## src/rtl/lpm_pkg.sv

```systemverilog
package lpm_pkg;
    typedef enum logic [1:0] {
        MODE_RUN  = 2'b00,
        MODE_IDLE = 2'b01,
        MODE_PD   = 2'b10,
        MODE_TPD  = 2'b11
    } lp_mode_e;
endpackage

```

## src/rtl/lpm_pin_ctrl.sv

```systemverilog
module lpm_pin_ctrl (
    input  logic por_i,
    input  logic rpe_i,
    input  logic pin_i,
    input  logic wdt_rst_i,
    input  logic bod_rst_i,
    input  logic sw_rst_i,
    output logic pin_rst_mode_o,
    output logic pin_data_o,
    output logic sys_rst_o
);
    logic pin_rst_d;
    logic ext_rst_d;

    always_comb begin
        // only power-on overrides the programmed pin role
        pin_rst_d      = por_i | rpe_i;
        ext_rst_d      = pin_rst_d & ~pin_i;
        pin_rst_mode_o = pin_rst_d;
        pin_data_o     = pin_rst_d ? 1'b1 : pin_i;
        sys_rst_o      = por_i | wdt_rst_i | bod_rst_i | sw_rst_i | ext_rst_d;
    end
endmodule

```

## src/rtl/lpm_mode_fsm.sv

```systemverilog
module lpm_mode_fsm
    import lpm_pkg::*;
#(
    parameter int              NIRQ      = 4,
    parameter logic [NIRQ-1:0] WAKE_MASK = 4'b0011,
    parameter int              STAB_CYC  = 1024
) (
    input  logic            clk,
    input  logic            por_i,
    input  logic            rst_i,
    input  logic            req_valid_i,
    input  logic [1:0]      req_mode_i,
    input  logic [NIRQ-1:0] irq_pend_i,
    input  logic [NIRQ-1:0] irq_en_i,
    output lp_mode_e        mode_o,
    output logic            stab_busy_o,
    output logic            wake_irq_o
);
    localparam int STAB_W = (STAB_CYC < 1) ? 1 : $clog2(STAB_CYC + 1);
    localparam logic [STAB_W-1:0] STAB_LOAD = STAB_W'(STAB_CYC);

    typedef struct packed {
        lp_mode_e          mode;
        logic [STAB_W-1:0] stab;
        logic              wake_irq;
    } fsm_state_t;

    fsm_state_t state_d, state_q;
    logic [NIRQ-1:0] src_live;
    logic [NIRQ-1:0] src_deep;
    logic            wake_any_d;
    logic            wake_deep_d;

    for (genvar i = 0; i < NIRQ; i++) begin : g_src
        assign src_live[i] = irq_pend_i[i] & irq_en_i[i];
        assign src_deep[i] = src_live[i] & WAKE_MASK[i];
    end

    assign wake_any_d  = |src_live;
    assign wake_deep_d = |src_deep;

    always_comb begin
        state_d = state_q;
        if (rst_i) begin
            state_d.mode     = MODE_RUN;
            state_d.stab     = '0;
            state_d.wake_irq = 1'b0;
        end else begin
            unique case (state_q.mode)
                MODE_RUN: begin
                    if (state_q.stab != '0) begin
                        state_d.stab = state_q.stab - STAB_W'(1);
                    end else if (req_valid_i && (req_mode_i != 2'b00)) begin
                        state_d.mode = lp_mode_e'(req_mode_i);
                    end
                end
                MODE_IDLE: begin
                    if (wake_any_d) begin
                        state_d.mode     = MODE_RUN;
                        state_d.wake_irq = 1'b1;
                    end
                end
                default: begin
                    if (wake_deep_d) begin
                        state_d.mode     = MODE_RUN;
                        state_d.stab     = STAB_LOAD;
                        state_d.wake_irq = 1'b1;
                    end
                end
            endcase
        end
    end

    always_ff @(posedge clk) begin
        state_q <= state_d;
    end

    assign mode_o      = state_q.mode;
    assign stab_busy_o = (state_q.stab != '0);
    assign wake_irq_o  = state_q.wake_irq;

    assert_rst_to_run_R1: assert property (@(posedge clk) disable iff (por_i)
        rst_i |=> (state_q.mode == MODE_RUN) && (state_q.stab == '0) && !state_q.wake_irq);

    assert_req_enter_R2: assert property (@(posedge clk) disable iff (por_i)
        (!rst_i && state_q.mode == MODE_RUN && state_q.stab == '0 && req_valid_i
         && req_mode_i != 2'b00) |=> (state_q.mode == lp_mode_e'($past(req_mode_i))));

    assert_deep_hold_R6: assert property (@(posedge clk) disable iff (por_i)
        (!rst_i && state_q.mode[1] && !(|(irq_pend_i & irq_en_i & WAKE_MASK)))
        |=> $stable(state_q.mode));

    assert_stab_count_R7: assert property (@(posedge clk) disable iff (por_i)
        (!rst_i && state_q.stab != '0) |=> (state_q.stab == $past(state_q.stab) - STAB_W'(1))
        && (state_q.mode == MODE_RUN));
endmodule

```

## src/rtl/lpm_en_decode.sv

```systemverilog
module lpm_en_decode
    import lpm_pkg::*;
(
    input  lp_mode_e mode_i,
    input  logic     stab_busy_i,
    input  logic     rc_sysclk_i,
    input  logic     rtc_cfg_i,
    input  logic     wdt_cfg_i,
    input  logic     bod_cfg_i,
    input  logic     cmp_cfg_i,
    output logic     cpu_clk_en_o,
    output logic     per_clk_en_o,
    output logic     osc_en_o,
    output logic     rc_en_o,
    output logic     bod_en_o,
    output logic     cmp_en_o,
    output logic     wdt_en_o,
    output logic     rtc_en_o
);
    logic awake_d;
    logic deep_d;

    always_comb begin
        awake_d      = (mode_i == MODE_RUN) || (mode_i == MODE_IDLE);
        deep_d       = !awake_d;
        cpu_clk_en_o = (mode_i == MODE_RUN) && !stab_busy_i;
        per_clk_en_o = awake_d;
        osc_en_o     = awake_d;
        rc_en_o      = deep_d ? (rc_sysclk_i && rtc_cfg_i) : rc_sysclk_i;
        bod_en_o     = bod_cfg_i && (mode_i != MODE_TPD);
        cmp_en_o     = cmp_cfg_i && (mode_i != MODE_TPD);
        wdt_en_o     = wdt_cfg_i;
        rtc_en_o     = rtc_cfg_i;
    end
endmodule

```

## src/rtl/lpm_rst_ctrl.sv

```systemverilog
module lpm_rst_ctrl
    import lpm_pkg::*;
#(
    parameter int              NIRQ      = 4,
    parameter logic [NIRQ-1:0] WAKE_MASK = 4'b0011,
    parameter int              STAB_CYC  = 1024
) (
    input  logic            clk,
    input  logic            por_i,
    input  logic            pin_i,
    input  logic            rpe_i,
    input  logic            wdt_rst_i,
    input  logic            bod_rst_i,
    input  logic            sw_rst_i,
    input  logic            req_valid_i,
    input  logic [1:0]      req_mode_i,
    input  logic [NIRQ-1:0] irq_pend_i,
    input  logic [NIRQ-1:0] irq_en_i,
    input  logic            rc_sysclk_i,
    input  logic            rtc_cfg_i,
    input  logic            wdt_cfg_i,
    input  logic            bod_cfg_i,
    input  logic            cmp_cfg_i,
    output logic            cpu_clk_en_o,
    output logic            per_clk_en_o,
    output logic            osc_en_o,
    output logic            rc_en_o,
    output logic            bod_en_o,
    output logic            cmp_en_o,
    output logic            wdt_en_o,
    output logic            rtc_en_o,
    output logic            sys_rst_o,
    output logic            pin_rst_mode_o,
    output logic            pin_data_o,
    output logic [1:0]      mode_o,
    output logic            wake_irq_o
);
    lp_mode_e mode_q;
    logic     stab_busy_q;
    logic     sys_rst_d;

    lpm_pin_ctrl u_pin (
        .por_i          (por_i),
        .rpe_i          (rpe_i),
        .pin_i          (pin_i),
        .wdt_rst_i      (wdt_rst_i),
        .bod_rst_i      (bod_rst_i),
        .sw_rst_i       (sw_rst_i),
        .pin_rst_mode_o (pin_rst_mode_o),
        .pin_data_o     (pin_data_o),
        .sys_rst_o      (sys_rst_d)
    );

    lpm_mode_fsm #(
        .NIRQ      (NIRQ),
        .WAKE_MASK (WAKE_MASK),
        .STAB_CYC  (STAB_CYC)
    ) u_fsm (
        .clk         (clk),
        .por_i       (por_i),
        .rst_i       (sys_rst_d),
        .req_valid_i (req_valid_i),
        .req_mode_i  (req_mode_i),
        .irq_pend_i  (irq_pend_i),
        .irq_en_i    (irq_en_i),
        .mode_o      (mode_q),
        .stab_busy_o (stab_busy_q),
        .wake_irq_o  (wake_irq_o)
    );

    lpm_en_decode u_en (
        .mode_i       (mode_q),
        .stab_busy_i  (stab_busy_q),
        .rc_sysclk_i  (rc_sysclk_i),
        .rtc_cfg_i    (rtc_cfg_i),
        .wdt_cfg_i    (wdt_cfg_i),
        .bod_cfg_i    (bod_cfg_i),
        .cmp_cfg_i    (cmp_cfg_i),
        .cpu_clk_en_o (cpu_clk_en_o),
        .per_clk_en_o (per_clk_en_o),
        .osc_en_o     (osc_en_o),
        .rc_en_o      (rc_en_o),
        .bod_en_o     (bod_en_o),
        .cmp_en_o     (cmp_en_o),
        .wdt_en_o     (wdt_en_o),
        .rtc_en_o     (rtc_en_o)
    );

    assign sys_rst_o = sys_rst_d;
    assign mode_o    = mode_q;

    assert_tpd_analog_off_R8: assert property (@(posedge clk) disable iff (por_i)
        (mode_o == 2'b11) |-> (!bod_en_o && !cmp_en_o));

    assert_rc_rule_R9: assert property (@(posedge clk) disable iff (por_i)
        mode_o[1] |-> (rc_en_o == (rc_sysclk_i && rtc_cfg_i)));

    assert_pin_role_R12: assert property (@(posedge clk) disable iff (por_i)
        1'b1 |-> (pin_rst_mode_o == rpe_i));

    assert_deep_clocks_off_R5: assert property (@(posedge clk) disable iff (por_i)
        mode_o[1] |-> (!cpu_clk_en_o && !per_clk_en_o && !osc_en_o));
endmodule

```

## config.mk

```make
export PLATFORM = sky130hd
export DESIGN_NAME = lpm_rst_ctrl
export DESIGN_NICKNAME = d
export VERILOG_FILES = /design/src/rtl/lpm_pkg.sv /design/src/rtl/lpm_pin_ctrl.sv /design/src/rtl/lpm_mode_fsm.sv /design/src/rtl/lpm_en_decode.sv /design/src/rtl/lpm_rst_ctrl.sv
export SDC_FILE = /design/constraint.sdc
export NUM_CORES = 1
export LEC_CHECK = 0
export BUFFER_PORTS_ARGS = -buffer_cell sky130_fd_sc_hd__buf_2
export CAP_MARGIN = 20
export CORE_MARGIN = 5
export CORE_UTILIZATION = 46
export CTS_BUF_LIST = sky130_fd_sc_hd__clkbuf_16
export CTS_CLUSTER_DIAMETER = 80
export DETAILED_ROUTE_END_ITERATION = 6
export GPL_TIMING_DRIVEN = 0
export MAX_ROUTING_LAYER = met4
export PLACE_DENSITY = 0.78
export SLEW_MARGIN = 20
export SYNTH_ARGS = -nofsm -noshare
export SYNTH_HDL_FRONTEND = slang
export SYNTH_SLANG_ARGS = --single-unit
```

## constraint.sdc

```tcl
create_clock -name clk -period 2.51 [get_ports clk]
set_input_delay 0.502 -clock clk [delete_from_list [all_inputs] [get_ports clk]]
set_output_delay 0.502 -clock clk [all_outputs]
set_load 0.01 [all_outputs]
```

# Yosys cells after proc, flatten, opt, wreduce, memory -nomap -nowiden
# Index checks and enable logic that the tools add are counted.
[classes] n_addsub=1 mul=0 div_mod_pow=0 order_cmp=0 eq_ne=6 shifts=0 mux=11 bitwise=13 reduce_logical=18
[op_table] op="11-bit case mux with 2 select lines" count=1
[op_table] op="14-bit 2-to-1 mux" count=1
[op_table] op="11-bit 2-to-1 mux" count=1
[op_table] op="11-bit nonzero test" count=1
[op_table] op="11-bit by 1-bit subtractor with 11-bit output (second input constant)" count=1
[op_table] op="2-bit != test (second input constant)" count=4
[op_table] op="2-bit 2-to-1 mux" count=3
[op_table] op="3-bit AND reduction" count=2
[op_table] op="2-bit nonzero test" count=3
[op_table] op="1-bit AND" count=5
[op_table] op="1-bit logical AND" count=5
[op_table] op="1-bit bitwise OR" count=5
[op_table] op="2-bit case mux with 2 select lines" count=1
[op_table] op="4-bit AND reduction" count=1
[op_table] op="4-bit OR reduction" count=1
[op_table] op="1-bit 2-to-1 mux" count=3
[op_table] op="1-bit NOT" count=3
[op_table] op="3-bit nonzero test" count=1
[op_table] op="2-bit by 1-bit equality test with 1-bit output (second input constant)" count=1
[op_table] op="2-bit zero test" count=1
[op_table] op="2-bit by 1-bit != test with 1-bit output (second input constant)" count=1
[op_table] op="1-bit case mux with 2 select lines" count=1
[op_table] op="2-bit OR reduction" count=1
[op_table] op="1-bit zero test" count=1
[op_table] op="1-bit logical OR" count=1
[totals] regBits=14 latch_bits=0 mem_bits_rw=0 romBits=0 inputBits=23 out_inout_bits=14 word_cells=52 memories=0

# Longest topological paths before layout
# Gate-level depths: netlist of the first run.
[logic_depth] depth_word=5 ltp_mapped=8 mapped_depth_nobuf=7

# Hierarchy
# From an unflattened synthesis of the first run, not the netlist that was laid out.
[unflattened] hier_cells=102 area_unflattened_um2=857.1
[modules_own_cells] module="lpm_mode_fsm" instances=1 cells_each=89 area_each_um2=775.7 seq_area_each_um2=280.3
[modules_own_cells] module="lpm_en_decode" instances=1 cells_each=8 area_each_um2=53.8 seq_area_each_um2=0.0
[modules_own_cells] module="lpm_pin_ctrl" instances=1 cells_each=5 area_each_um2=27.5 seq_area_each_um2=0.0

# Least setup slack after synthesis of the first run
# Ideal clock, no wire load.
[synth_path] kind="register to output" from="reg u_fsm.state_q[1] (netlist name)" to="out cpu_clk_en_o" t_arrival_ns=1.721 slack_ns=0.287 path_stages_with_launch=7 path_buffers=1 path_cell_list="dfxtp_1 > inv_1 > ha_1 > or4b_1 > or4_4 > clkinv_4 > buf_12"
[synth_between] elab_chain_cells=3
[synth_rtl] element="start: declaration" line="lpm_mode_fsm.sv:28" source="fsm_state_t state_d, state_q;"
[synth_rtl] element="start signal: assignment" line="lpm_mode_fsm.sv:75" source="state_q <= state_d;"
[synth_rtl] element="11-bit nonzero test" line="lpm_mode_fsm.sv:79" source="assign stab_busy_o = (state_q.stab != '0);"
[synth_rtl] element="1-bit zero test" line="lpm_en_decode.sv:26" source="cpu_clk_en_o = (mode_i == MODE_RUN) && !stab_busy_i;"
[synth_rtl] element="1-bit logical AND" line="lpm_en_decode.sv:26"
[synth_rtl] element="end: declaration" line="lpm_rst_ctrl.sv:24" source="output logic cpu_clk_en_o,"
# Every way passes these cells.

# Worst setup path in the final report of the first run
# Same ends and word-level chain as after synthesis.

==> results.md, run 1 <==
* Finished Core Util at about two thirds
* Compound-Gate Fraction of Synth Area at between 20 and 30%
* Fillers at 135
* Endpoints failing setup at 0
* Post-synth EDFFs at 0
* GP Congestion at 0.832
* Asr flop ratio synth at 0%
* Largest net degree at the start of global routing at 11
* Hold slack final at ~0.46 ns
* FF+latch area at 283 µm²
* FF+latch count, synth at 14
* First-pass GRT wire length at between 3000 and 4000 µm
* Area grow syn2layout at 41.4%
* Area of the core at between 1500 and 2000 µm²
* Ys Warns at 0
* DR vias at a little under 1,000
* Routed WL at 2340 µm
* Detailed placer's ending HPWL at 1670 µm
* FF-to-FF End: u_fsm.state_q[10]
* Sequential area share after synthesis at 33.1%
* Layout cells sized above 1 at 41.9%
* Max Clock Skew at about 0.0026 ns
* Gr usage total at a little under a fifth
* Leakage power at 0.509 nW
* Worst Hold Class: flip-flop to flip-flop
* Die W at 52.9 µm
* Synth Cell Area at 847 µm²
* 1st-iter DRT viols at 26
* Primary FF master, synth: dfxtp_1
* CTS buffer count at 3
* Maximum VDD drop at 0.320 mV
* Final Power at 604 µW
* Worst-Margin Slew at 0.658 ns
* Unrepaired setup endpoints after global routing: no
* Drt via density at 5.64
* Antenna-violating nets left at 0
* Grt ovf at 0
* Max-Cap Viols at 0
* Reg-to-reg setup timing slack at 0.15 ns
* Period utilisation layout at a little over nine tenths
* Cell row count at 15
* Largest area contributor in the netlist: dfxtp_1
* First-pass iteration count of the detailed router at 4
* Area occupied by multi-input gates at 483 µm²
* Layout Nets at 173
* Post-Synth Adder-Cell Area at 1.48%
* Mapped Nets at between 100 and 150
* Yosys top cell area share at 33.1%
* Die Y at 52.9 µm
* Worst-path maximum fanout at 4
* Yosys cell types at 35
* Status: completed
* Reg2reg start: u_fsm.state_q[1]
* CP Class: flip-flop to primary output
* Synth area leaders: dfxtp_1, a21oi_1, or4_1, o31ai_1, buf_4
* Hold Path Sink: u_fsm.wake_irq_o
* WP data required at around 2 ns
* Worst EP arrival at roughly 1.9 ns
* Final TNS setup at 0 ns
* Post-synthesis simple-gate area fraction at 24.5%
* Slew Viols, Final at 0
* Cts hold-fix bufs at 0
* Clock Path Buffers at 2
* H-tree levels at 1
* TritonCTS clock tree: done
* Slew headroom at 55.0%
* CTS root buffer: clkbuf_16
* Clock Pin Slew Worst Setup and Hold Paths at 0.05 ns
* Pwr Density at 504 nW/µm²
* Worst-skew pair later-pin latency at 0.25 ns
* # diodes at 0
* Largest family of logic cells by synthesized area: compound AO/OA/AOI/OAI gates
* Drt drc at 0
* Multiplexer area fraction after synthesis at 1.33%
* XOR/XNOR Fraction of Synth Area at 0%
* Clock sink total at 14
* Critical path startpoint category: flip-flop
* Post-Synthesis Cells at 103
* Initial Util at 48.5%
* Hold Fails Final Rpt at 0
* Initial antenna violation count at 0
* Syn Area/Cell at 8.22 µm²
* Routed len/inst at 13.5 µm
* Vias in the first global route at 895
* DIE AREA at ~2800 µm²
* Top cells by count, synth: a21oi_1, dfxtp_1, inv_1, or4_1, o31ai_1
* Port bufs at 35
* Num ports at 37
* R2R depth at 10
* CP endpoint kind: primary output
* Hold_sp: u_fsm.wake_irq_o
* Min Clock Period, post-route at 2.45 ns
* Hold Path Cell Cnt at 2
* Maximum clock rate at 409 MHz
-- state kept, by name, summed over array words and instances, names as in the netlist --
name / cells
u_fsm.wake_irq_o: 1
u_fsm.mode_o: 2
u_fsm.state_q: 11
-- power by group --
group,switching [mW],internal [mW],leakage (nW),total [mW]
clock network,0.0975,0.211,0.0385,0.309
registers,0.00101,0.224,0.114,0.225
logic,0.0337,0.0367,0.357,0.0704
-- worst max-delay path, stage by stage (launching register included) --
cell	delay, ns
dfxtp_2	0.33
inv_2	0.07
ha_4	0.12
or4b_4	0.47
or4_4	0.55
clkinv_8	0.07
buf_6	0.09
-- how the worst max path moves through the flow --
stage                           from           end  cells past startpoint
floorplan           u_fsm.state_q[1]  cpu_clk_en_o                      6
global placement    u_fsm.state_q[1]  cpu_clk_en_o                      7
detailed placement  u_fsm.state_q[1]  cpu_clk_en_o                      7
CTS                 u_fsm.state_q[1]  cpu_clk_en_o                      6
global route        u_fsm.state_q[1]  cpu_clk_en_o                      6
finish              u_fsm.state_q[1]  cpu_clk_en_o                      6
-- cells in the final DEF, fill, tap and decap left out, types with 2 or more instances in the layout --
cell,n
or3_1,4
clkbuf_16,3
or4_1,7
buf_2,34
nand4_1,2
clkbuf_1,2
nor2_1,4
inv_2,2
buf_4,12
dfxtp_1,12
or2_2,3
a21boi_0,2
a21oi_1,14
o31ai_1,6
nand2_1,3
o21ai_0,3
dfxtp_2,2
nand2b_1,2
a22oi_1,2
inv_1,5
o21ai_1,5
-- per-stage QoR --
stage | cells | setup WS, ns | cell area [µm²]
finish | 173 | 0.0637 | 1200
detailed placement | 163 | 0.0233 | 1050
CTS | 173 | 0.00107 | 1190
global route | 173 | 0.0128 | 1200
global placement | 163 | 0.0257 | 1050
floorplan | 103 | 0.287 | 847
-- final cells by class --
cell class,count,share of cell area (%)
well taps,25,2.61
flip-flops and latches,14,23.6
multi-input cells,73,40.3
clock buffers,3,6.27
inverters,8,3.55
repair buffers,42,19.5
plain buffers,7,3.76
clock inverters,1,0.313
-- logic make-up (layout without fill, tap and decap cells) --
group | after synthesis | count (layout)
AOI/OAI and AO/OA | 38 | 38
buffers and inverters | 16 | 61
DFF | 14 | 14
adders and majority gates | 1 | 1
muxes | 1 | 1
and+or+nand+nor | 33 | 33
-- what timing repair did --
item / in CTS / in global routing
gates resized for setup: 7 / 2
setup endpoints to repair: 1 / 5
pin swaps: 2 / 1
buffers inserted: 7 / 0
-- per-layer routing --
layer | share of wire [%] | up-vias | GRT usage (%) | wire length [µm]
met1 | 42 | 466 | 22.1 | 986
li1 | - | 477 | - | -
met5 | 0 | - | - | 0
met4 | 1.9 | 0 | 11.1 | 44
met2 | 48 | 28 | 30.4 | 1130
met3 | 7.5 | 5 | 4.23 | 176
Note: power is estimated with default switching activity, not from simulation.
==> run 2, diff against run 1 <==
Settings changed: GPL_TIMING_DRIVEN 0 to unset, SETUP_SLACK_MARGIN set to 0.4.
==> run 2 against run 1 <==
Critical endpoint unchanged. Register-to-register slack improved by 0.23 ns. Final area is 4.6% lower. Clock power shrank 4%. Power fell by 3.0%. Worst setup slack gained 0.093 ns. Utilization fell by 3.2 points. Largest power group unchanged. Largest cell class unchanged.
==> results.md, run 2 (synthesis results as in run 1) <==
* Drt via density at 5.61 (was 5.64)
* Gr usage total at 18.1% (was 19.1%)
* Area grow syn2layout at 34.9% (was 41.4%)
* Final WS setup at 0.157 ns (was 0.0637 ns)
* First-pass iteration count of the detailed router at 4 (unchanged)
* Worst EP arrival at 1.85 ns (was 1.94 ns)
* Endpoints failing setup at 0 (unchanged)
* Layout Cells excl Fill at 163 (was 173)
* Initial Util at 48.5% (unchanged)
* Seq pwr share at 38.3% (was 37.2%)
* Grt ovf at 0 (unchanged)
* Worst Hold Class: flip-flop to flip-flop (unchanged)
* Detailed placer's ending HPWL at 1620 µm (was 1670 µm)
* Pwr Density at 513 nW/µm² (was 504 nW/µm²)
* Internal power at 464 µW (was 471 µW)
* Clock Pin Slew Worst Setup and Hold Paths at 0.05 ns (about the same)
* Most used cell along the critical path: or4_4
* Largest Register: u_fsm.state_q (unchanged)
* Die W at 52.9 µm (unchanged)
* Hold slack final at 0.437 ns (was 0.457 ns)
* Critical path startpoint category: flip-flop (unchanged)
* Drt drc at 0 (unchanged)
* Maximum VDD drop at 0.364 mV (was 0.320 mV)
* Worst slack at placement at 0.286 ns (was 0.0233 ns)
* Clk pwr share at 50.7% (was 51.1%)
* Clock Path Buffers at 2 (unchanged)
* Slew headroom at 57.6% (was 55.0%)
* Worst-Margin Slew at 0.632 ns (was 0.658 ns)
* CP Class: flip-flop to primary output (unchanged)
* CP peak stage delay at 0.58 ns (was 0.55 ns)
* Initial antenna violation count at 0 (unchanged)
* Cell row count at 15 (unchanged)
* Cts hold-fix bufs at 0 (unchanged)
* DIE AREA at 2800 µm² (unchanged)
* Post-Place Cells at 155 (was 163)
* First-pass GRT wire length at 3690 µm (was 3820 µm)
* Final TNS setup at 0 ns (unchanged)
* Period utilisation layout at 93.8% (was 97.5%)
* Combinational share of power at 11.0% (was 11.7%)
* Worst path depth at 4 (was 6)
* TritonCTS clock tree: done (unchanged)
* Num ports at 37 (unchanged)
* Worst-skew pair later-pin latency at 0.24 ns (was 0.25 ns)
* GP Congestion at 0.848 (was 0.832)
* Most frequent cells in the layout: buf_2, a21oi_1, dfxtp_1 (was buf_2, a21oi_1, buf_4, dfxtp_1, or4_1)
* Vias in the first global route at 852 (was 895)
* Status: completed (unchanged)
* WP data required at 2.01 ns (about the same)
* Max reg flops at 11 (unchanged)
* Min Clock Period, post-route at 2.35 ns (was 2.45 ns)
* Crit-path slowest cell: or4_4 (unchanged)
* Slew Viols, Final at 0 (unchanged)
* Hold Fails Final Rpt at 0 (unchanged)
* R2R depth at 7 (was 10)
* CP cell instances: or4_4 -> or4_4 -> clkinv_8 -> buf_6 (was inv_2 -> ha_4 -> or4b_4 -> or4_4 -> clkinv_8 -> buf_6)
* Worst-path maximum fanout at 9 (was 4)
* Die Y at 52.9 µm (unchanged)
* Largest net degree at the start of global routing at 19 (was 11)
* CP delay by family, top: simple AND/OR/NAND/NOR gates (unchanged)
* Switching part of the total power at 20.7% (was 21.9%)
* Commonest non-fill, non-tap cell in the layout: buf_2 (unchanged)
* Maximum clock rate at 425 MHz (was 409 MHz)
* Layout Nets at 164 (was 173)
* Antenna-violating nets left at 0 (unchanged)
* CP endpoint kind: primary output (unchanged)
* Hold Path Cell Cnt at 2 (unchanged)
* P_sw at 121 µW (was 132 µW)
* Reg-to-reg setup timing slack at 0.38 ns (was 0.15 ns)
* Max Clock Skew at 0.00177 ns (was 0.00262 ns)
* Unrepaired setup endpoints after global routing: yes (was no)
* # diodes at 0 (unchanged)
* Max-Cap Viols at 0 (unchanged)
* CTS root buffer: clkbuf_16 (unchanged)
* Clock sink total at 14 (unchanged)
* Routed len/inst at 13.8 µm (was 13.5 µm)
* CTS buffer count at 3 (unchanged)
* Port bufs at 34 (was 35)
* 1st-iter DRT viols at 13 (was 26)
* Leakage power at 0.474 nW (was 0.509 nW)
* H-tree levels at 1 (unchanged)
* Crit path buf inv count at 2 (was 3)
* Area of the core at 1750 µm² (unchanged)
* Layout cells sized above 1 at 41.3% (was 41.9%)
* Routed WL at 2250 µm (was 2340 µm)
* DR vias at 914 (was 976)
==> run 2: worst min-delay path: cells and delay by family (launching register included) <==
kind / cells / cell delay [ns]
AO/OA/AOI/OAI: 1 / 0.05
flip-flops: 1 / 0.30
buffers and inverters: 1 / 0.04
==> run 2: through the flow <==
stage                     area, µm²  utilization [%]  total power, mW
after floorplan                 867                -            0.265
after global placement         1010             57.9            0.286
after detailed placement       1010             57.9            0.287
after CTS                      1140             65.2            0.590
after global routing           1140             65.4            0.610
final                          1140             65.4            0.586
==> run 2: path summary, 6_finish.rpt <==
check,start,endpoint
hold / removal,u_fsm.wake_irq_o,u_fsm.wake_irq_o
setup / recovery,u_fsm.mode_o[0],cpu_clk_en_o
hold reg to reg,u_fsm.wake_irq_o,u_fsm.wake_irq_o
setup reg to reg,u_fsm.state_q[1],u_fsm.state_q[9]
==> run 2: final cells by class <==
cell class	instances	area (µm²)
fillers	152	603
flip-flops and latches	14	284
multi-input cells	73	488
repair buffers	40	221
inverters	8	42.5
clock buffers	3	75.1
well taps	25	31.3
==> run 2: timing repair <==
action | in CTS | in global routing
setup buffers | 5 | 0
cloned | 0 | 0
pin swaps | 1 | 1
resized for setup | 2 | 2
setup endpoints to repair | 2 | 13
==> run 2: power by group through the flow <==
stage / clock (mW) / combinational, mW / sequential, mW
after floorplan: 0 / 0.0364 / 0.229
after global placement: 0 / 0.0572 / 0.229
after detailed placement: 0 / 0.0587 / 0.229
after CTS: 0.301 / 0.0639 / 0.224
after global routing: 0.314 / 0.0716 / 0.224
final: 0.297 / 0.0644 / 0.224
==> run 2: routing by layer <==
| metal | GRT usage (%) | share of wire, % | vias up |
|---|---|---|---|
| met5 | - | 0 | - |
| met2 | 30.2 | 50 | 27 |
| met3 | 4.23 | 6.7 | 2 |
| met1 | 21.1 | 43 | 429 |
| li1 | - | - | 456 |
| met4 | 6.81 | 0.53 | 0 |
